File: config.mk
export PLATFORM = sky130hd
export DESIGN_NAME = serial_rx_core
export DESIGN_NICKNAME = d
export VERILOG_FILES = /design/src/rtl/serial_rx_pkg.sv /design/src/rtl/serial_rx_sync.sv /design/src/rtl/serial_rx_frame.sv /design/src/rtl/serial_rx_hold.sv /design/src/rtl/serial_rx_core.sv
export SDC_FILE = /design/constraint.sdc
export NUM_CORES = 1
export LEC_CHECK = 0
export ABC_AREA = 1
export CORE_MARGIN = 1.5
export CORE_UTILIZATION = 57
export CTS_CLUSTER_SIZE = 10
export DETAILED_ROUTE_END_ITERATION = 8
export HOLD_SLACK_MARGIN = 0.12
export PLACE_DENSITY = 0.87
export SKIP_CTS_REPAIR_TIMING = 1
export SLEW_MARGIN = 20
export SYNTH_ARGS = -nofsm -noshare
export SYNTH_HDL_FRONTEND = slang
export SYNTH_HIERARCHICAL = 1
export SYNTH_SLANG_ARGS = --single-unit
File: constraint.sdc
create_clock -name clk -period 1.86 [get_ports clk]
set_clock_uncertainty 0.15 [all_clocks]
set_input_delay 0.372 -clock clk [delete_from_list [all_inputs] [get_ports clk]]
set_output_delay 0.372 -clock clk [all_outputs]
set_load 0.01 [all_outputs]
File: src/rtl/serial_rx_pkg.sv
package serial_rx_pkg;

  localparam int CHAR_W = 8;

  typedef enum logic [2:0] {
    ST_IDLE, ST_START, ST_DATA, ST_PAR, ST_STOP, ST_HOLDLOW
  } rx_state_t;

  typedef enum logic [1:0] {
    PAR_ODD = 2'b00, PAR_EVEN = 2'b01, PAR_ONE = 2'b10, PAR_ZERO = 2'b11
  } par_rule_t;

  typedef struct packed {
    logic [CHAR_W-1:0] data;
    logic              perr;
    logic              ferr;
    logic              brk;
  } rx_char_t;

  // unused data bits are zero, so the full-width reduction is exact
  function automatic logic parity_bad(par_rule_t rule, logic [CHAR_W-1:0] d, logic pbit);
    logic ones_odd;
    ones_odd = ^{d, pbit};
    case (rule)
      PAR_ODD:  return !ones_odd;
      PAR_EVEN: return ones_odd;
      PAR_ONE:  return !pbit;
      default:  return pbit;
    endcase
  endfunction

endpackage

File: src/rtl/serial_rx_sync.sv
module serial_rx_sync #(
  parameter int STAGES = 2
) (
  input  logic clk,
  input  logic rst_n,
  input  logic din,
  output logic dout
);
  logic [STAGES-1:0] sr;

  generate
    if (STAGES == 1) begin : g_one
      always_ff @(posedge clk or negedge rst_n)
        if (!rst_n) sr <= '1;
        else        sr <= din;
    end else begin : g_chain
      always_ff @(posedge clk or negedge rst_n)
        if (!rst_n) sr <= '1;
        else        sr <= {sr[STAGES-2:0], din};
    end
  endgenerate

  assign dout = sr[STAGES-1];
endmodule

File: src/rtl/serial_rx_frame.sv
module serial_rx_frame
  import serial_rx_pkg::*;
#(
  parameter int OSR = 16
) (
  input  logic       clk,
  input  logic       rst_n,
  input  logic       tick,
  input  logic       rxs,
  input  logic [1:0] wlen_sel,
  input  logic       par_en,
  input  logic [1:0] par_sel,
  output logic       push,
  output rx_char_t   ch,
  output logic       busy,
  output logic       hold_low
);
  localparam int CW  = $clog2(OSR);
  localparam int MID = OSR / 2 - 1;
  localparam int LST = OSR - 1;

  rx_state_t         state;
  logic [CW-1:0]     cnt;
  logic [2:0]        idx;
  logic [2:0]        last_idx;
  logic [CHAR_W-1:0] sh;
  logic              all_zero;
  logic              pen_q;
  par_rule_t         rule_q;
  logic              pbit;

  wire at_mid = tick && (cnt == CW'(MID));
  wire at_end = tick && (cnt == CW'(LST));

  always_ff @(posedge clk or negedge rst_n) begin
    if (!rst_n) begin
      state    <= ST_IDLE;
      cnt      <= '0;
      idx      <= '0;
      last_idx <= '0;
      sh       <= '0;
      all_zero <= 1'b0;
      pen_q    <= 1'b0;
      rule_q   <= PAR_ODD;
      pbit     <= 1'b0;
      push     <= 1'b0;
      ch       <= '0;
    end else begin
      push <= 1'b0;
      case (state)
        ST_IDLE: if (tick && !rxs) begin
          state <= ST_START;
          cnt   <= '0;
        end
        ST_START: if (at_mid) begin
          cnt <= '0;
          if (rxs) state <= ST_IDLE;
          else begin
            state    <= ST_DATA;
            idx      <= '0;
            sh       <= '0;
            all_zero <= 1'b1;
            last_idx <= 3'd4 + {1'b0, wlen_sel};
            pen_q    <= par_en;
            rule_q   <= par_rule_t'(par_sel);
          end
        end else if (tick) cnt <= cnt + CW'(1);
        ST_DATA: if (at_end) begin
          cnt      <= '0;
          sh[idx]  <= rxs;
          all_zero <= all_zero & ~rxs;
          if (idx == last_idx) state <= pen_q ? ST_PAR : ST_STOP;
          else                 idx   <= idx + 3'd1;
        end else if (tick) cnt <= cnt + CW'(1);
        ST_PAR: if (at_end) begin
          cnt      <= '0;
          pbit     <= rxs;
          all_zero <= all_zero & ~rxs;
          state    <= ST_STOP;
        end else if (tick) cnt <= cnt + CW'(1);
        ST_STOP: if (at_end) begin
          cnt     <= '0;
          push    <= 1'b1;
          ch.data <= sh;
          ch.ferr <= !rxs;
          ch.brk  <= all_zero & !rxs;
          ch.perr <= pen_q & parity_bad(rule_q, sh, pbit);
          state   <= (all_zero && !rxs) ? ST_HOLDLOW : ST_IDLE;
        end else if (tick) cnt <= cnt + CW'(1);
        ST_HOLDLOW: if (rxs) state <= ST_IDLE;
        default: state <= ST_IDLE;
      endcase
    end
  end

  assign busy     = (state == ST_START) || (state == ST_DATA) ||
                    (state == ST_PAR)   || (state == ST_STOP);
  assign hold_low = (state == ST_HOLDLOW);

  AST_FRAME_AFTER_LOW: assert property (@(posedge clk) disable iff (!rst_n)
    $rose(busy) |-> !$past(rxs));
  AST_UPPER_BITS_ZERO: assert property (@(posedge clk) disable iff (!rst_n)
    push |-> ((ch.data >> (4'(last_idx) + 4'd1)) == '0));
  AST_BREAK_IS_FRAMING: assert property (@(posedge clk) disable iff (!rst_n)
    (push && ch.brk) |-> (ch.ferr && ch.data == '0));
  AST_REARM_ON_HIGH: assert property (@(posedge clk) disable iff (!rst_n)
    (state == ST_IDLE && $past(state) == ST_HOLDLOW) |-> $past(rxs));
endmodule

File: src/rtl/serial_rx_hold.sv
module serial_rx_hold
  import serial_rx_pkg::*;
(
  input  logic     clk,
  input  logic     rst_n,
  input  logic     push,
  input  rx_char_t char_in,
  input  logic     out_ready,
  output logic     out_valid,
  output rx_char_t out_char
);
  always_ff @(posedge clk or negedge rst_n) begin
    if (!rst_n) begin
      out_valid <= 1'b0;
      out_char  <= '0;
    end else if (push && (!out_valid || out_ready)) begin
      out_valid <= 1'b1;
      out_char  <= char_in;
    end else if (out_ready) begin
      out_valid <= 1'b0;
    end
  end

  AST_HOLD_STABLE: assert property (@(posedge clk) disable iff (!rst_n)
    (out_valid && !out_ready) |=> (out_valid && $stable(out_char)));
  AST_DROP_AFTER_TAKE: assert property (@(posedge clk) disable iff (!rst_n)
    (out_valid && out_ready && !push) |=> !out_valid);
endmodule

File: src/rtl/serial_rx_core.sv
module serial_rx_core
  import serial_rx_pkg::*;
#(
  parameter int OSR         = 16,
  parameter int SYNC_STAGES = 2
) (
  input  logic              clk,
  input  logic              rst_n,
  input  logic              os_tick,
  input  logic              rxd,
  input  logic [1:0]        wlen_sel,
  input  logic              par_en,
  input  logic [1:0]        par_sel,
  output logic              rx_valid,
  input  logic              rx_ready,
  output logic [CHAR_W-1:0] rx_data,
  output logic              rx_perr,
  output logic              rx_ferr,
  output logic              rx_brk,
  output logic [2:0]        line_stat
);
  logic     rxs, push, busy, hold_low;
  rx_char_t ch, held;

  serial_rx_sync #(.STAGES(SYNC_STAGES)) u_sync (
    .clk(clk), .rst_n(rst_n), .din(rxd), .dout(rxs));

  serial_rx_frame #(.OSR(OSR)) u_frame (
    .clk(clk), .rst_n(rst_n), .tick(os_tick), .rxs(rxs),
    .wlen_sel(wlen_sel), .par_en(par_en), .par_sel(par_sel),
    .push(push), .ch(ch), .busy(busy), .hold_low(hold_low));

  serial_rx_hold u_hold (
    .clk(clk), .rst_n(rst_n), .push(push), .char_in(ch),
    .out_ready(rx_ready), .out_valid(rx_valid), .out_char(held));

  assign rx_data   = held.data;
  assign rx_perr   = held.perr;
  assign rx_ferr   = held.ferr;
  assign rx_brk    = held.brk;
  assign line_stat = {hold_low, busy, rx_valid};
endmodule

==> results.json <==
{
  "cts.sinks": 52,
  "track_usage": 0.231,
  "power_density_nw_per_um2": 1200,
  "first_iter_violations": 207,
  "viasPerCell": 5.46,
  "firstDrtPassIters": 4,
  "p_comb_frac": 0.448,
  "holdPathStages": 0,
  "vias": 2335,
  "max_slew_margin": 0.711,
  "crit_type": "flip-flop to flip-flop",
  "crit_fanout": 8,
  "crit_chain": "ha_4 > nand3_4 > nor2_4 > inv_2 > nand2_2 > nand2_2 > buf_4 > a21oi_4 > buf_6 > nand2_2 > o22ai_2",
  "gr-usage-met2": 0.394,
  "yosys-top-cells-area": "dfrtp_1, nand2_1, inv_1, nand3_1, o21ai_0",
  "seq_power_share": 0.358,
  "place_area_um2": 3020,
  "internal-power_w": 0.00240,
  "cts-buffers-inserted": 5,
  "antenna_found_initial": 0,
  "grt_pass1_vias": 2168,
  "hpwl_um": 3850,
  "cpMostUsedCell": "nand2_2",
  "reg2regPathDepth": 11,
  "finalHoldViolCount": 0,
  "hold_end": "u_sync/sr[1]$_DFF_PN1_",
  "hold_class": "flip-flop to flip-flop",
  "rrSetupSlack_ps": -7,
  "r2r_end": "u_frame/idx[2]$_DFFE_PN0P_",
  "clk_latency_ps": 310,
  "use_met1": 0.289,
  "syn_nets": 342,
  "setup-tns-final_ps": -17.6,
  "cp_num_buf_inv": 3,
  "cts_root_buf": "clkbuf_8",
  "ys_top_cells_by_count": "nand2_1, dfrtp_1, inv_1",
  "violations": "setup timing",
  "dieArea_um2": 5010,
  "maxCapViolations": 0,
  "slowest_stage": "dfrtp_1",
  "synth_edf_count": 0,
  "cts_tree": "yes",
  "start_util": 0.597,
  "seq_area_frac_synth": 0.498,
  "p_sw_frac": 0.389,
  "drive_gt1_frac": 0.184,
  "ys_ff_latch": 52,
  "clk_pin_slew_ps": 90,
  "period_share": 1.00,
  "rsz0062_at_grt": "true",
  "p_leak_nw": 1.65,
  "grt_max_degree": 36,
  "grt.overflow.total": 0,
  "place_ws_ps": -272,
  "finalMaxSlewViolations": 0,
  "antennaDiodeCount": 0,
  "async_flop_share": 1.00,
  "cp-start-kind": "flip-flop",
  "final_nets": 387,
  "fmax_mhz": 536,
  "htreeDepth": 2,
  "ys.flop_type": "dfrtp_1",
  "p_clk_frac": 0.194,
  "yosys.area.top_type": "dfrtp_1",
  "area_growth_pct": 25.0,
  "p_switching_w": 0.00153,
  "synth_cell_types": 29,
  "hp-start": "u_sync/sr[0]$_DFF_PN1_",
  "syn_inst": 330,
  "grtUsageMet3": 0.0399,
  "cp.arrival_ps": 1940,
  "avgSynthCellArea_um2": 7.94,
  "core_area_um2": 4380,
  "outcome": "complete, but fails checks",
  "critical_path.max_stage_delay_ps": 400,
  "synth.most_common_cell": "nand2_1",
  "period_needed_ps": 1870,
  "critical_path.top_delay_family": "flip-flops",
  "yosysTopAreaCellShare": 0.478,
  "antenna_left": 0,
  "syn_area_um2": 2620,
  "fin_util": 0.747,
  "io_pins": 25,
  "top_usage_layer": "met2",
  "r2r-start": "u_frame/cnt[0]$_DFFE_PN0P_",
  "worst_ep_required_time_ps": 1940,
  "die_y_um": 70.8,
  "peakVddDrop_mv": 0.816,
  "setup_ws_ps": -6.65,
  "dieWidth_um": 70.8,
  "wirelength_um": 5990,
  "place_congestion": 0.909,
  "endpoint_kind": "flip-flop",
  "grt_pass1_wl_um": 9230,
  "ys_warn_count": 6,
  "design_area_um2": 3270,
  "clk_path_buf_depth": 2,
  "rows": 24,
  "io_buffers": 24,
  "power.total_w": 0.00393,
  "setup_viol": 4,
  "worst-slew-pin-transition_ps": 434,
  "avgRoutedWirePerCell_um": 14.0,
  "drc": 0
}
-- final cells by class --
cell class	instances	area (um2)
inverter	45	169
multi-input combinational	222	1160
fill	316	1110
sequential	52	1310
timing repair buffer	49	465
clock inverter	2	35.0
clock buffer	6	72.6
tap	52	65.1
-- worst max path at each step --
| stage | start | to | slack [ps] | depth (start not counted) |
|---|---|---|---|---|
| after detailed placement | os_tick | u_frame/sh[2]$_DFFE_PN0P_ | -270 | 9 |
| after global routing | u_frame/cnt[0]$_DFFE_PN0P_ | u_frame/rule_q[0]$_DFFE_PN0P_ | -110 | 11 |
| after floorplan | u_frame/cnt[1]$_DFFE_PN0P_ | u_frame/all_zero$_DFFE_PN0P_ | 150 | 11 |
| final | u_frame/cnt[0]$_DFFE_PN0P_ | u_frame/idx[2]$_DFFE_PN0P_ | -7 | 11 |
| after CTS | u_frame/state[2]$_DFFE_PN0P_ | line_stat[1] | -330 | 6 |
| after global placement | os_tick | u_frame/state[0]$_DFFE_PN0P_ | -210 | 10 |
-- stage by stage --
stage / instances / hold slack, ps
global placement: 414 / 177
floorplan: 330 / -73.6
finish: 428 / 212
global route: 428 / 217
detailed placement: 414 / 183
CTS: 422 / -147
-- per-layer routing --
metal	share of wire	wire length, um
met2	0.51	3050
met3	0.048	290
met1	0.41	2480
met4	0.029	173
met5	0	0
-- cell families (layout without fill, tap and decap cells) --
group	Yosys count	count (layout)	synth area share
AO/OA/AOI/OAI	53	53	0.115
adder cells (fa/ha/maj)	2	2	0.00955
flip-flops	52	52	0.498
AND/OR/NAND/NOR	162	163	0.270
buffers and inverters	57	102	0.0941
XOR/XNOR	4	4	0.0134
-- cells in the final DEF (no fill, tap or decap), types with 2 or more instances in the layout --
master | netlist | layout
nor3_1 | 7 | 6
nor2_2 | 1 | 3
inv_2 | 5 | 5
o22ai_2 | 0 | 2
nand2_1 | 101 | 98
buf_4 | 6 | 20
a21oi_1 | 16 | 12
nand2_4 | 1 | 2
o22ai_1 | 9 | 7
a21oi_2 | 0 | 4
nand2_2 | 4 | 7
a211oi_1 | 2 | 2
buf_12 | 0 | 2
dlymetal6s2s_1 | 0 | 3
clkdlybuf4s50_1 | 0 | 20
o21ai_1 | 2 | 7
nor2_4 | 1 | 2
clkbuf_8 | 0 | 5
o21ai_0 | 20 | 15
nand3_2 | 1 | 2
nor2_1 | 14 | 11
nand3_1 | 30 | 28
buf_6 | 1 | 2
inv_1 | 40 | 40
o21ai_2 | 2 | 2
dfstp_2 | 2 | 2
dfrtp_1 | 50 | 49
xnor2_1 | 4 | 4
-- flip-flops by register name, summed over array words and instances (netlist names) --
name	cells
u_frame/ch	11
u_hold/out_char	11
u_frame/sh	8
u_frame/cnt	4
u_frame/idx	3
u_frame/last_idx	3
u_frame/state	3
u_frame/rule_q	2
u_sync/sr	2
u_frame/all_zero	1
u_frame/pbit	1
u_frame/pen_q	1
u_frame/push	1
u_hold/out_valid	1
-- power groups by stage --
| stage | sequential (W) | combinational (W) | clock [W] |
|---|---|---|---|
| detailed placement | 0.00141 | 0.00143 | 0 |
| CTS | 0.00139 | 0.00146 | 0.000769 |
| global route | 0.00142 | 0.00195 | 0.000817 |
| finish | 0.00141 | 0.00176 | 0.000764 |
| global placement | 0.00141 | 0.00138 | 0 |
| floorplan | 0.00139 | 0.00101 | 0 |
Power figures use the tool's default switching activity.
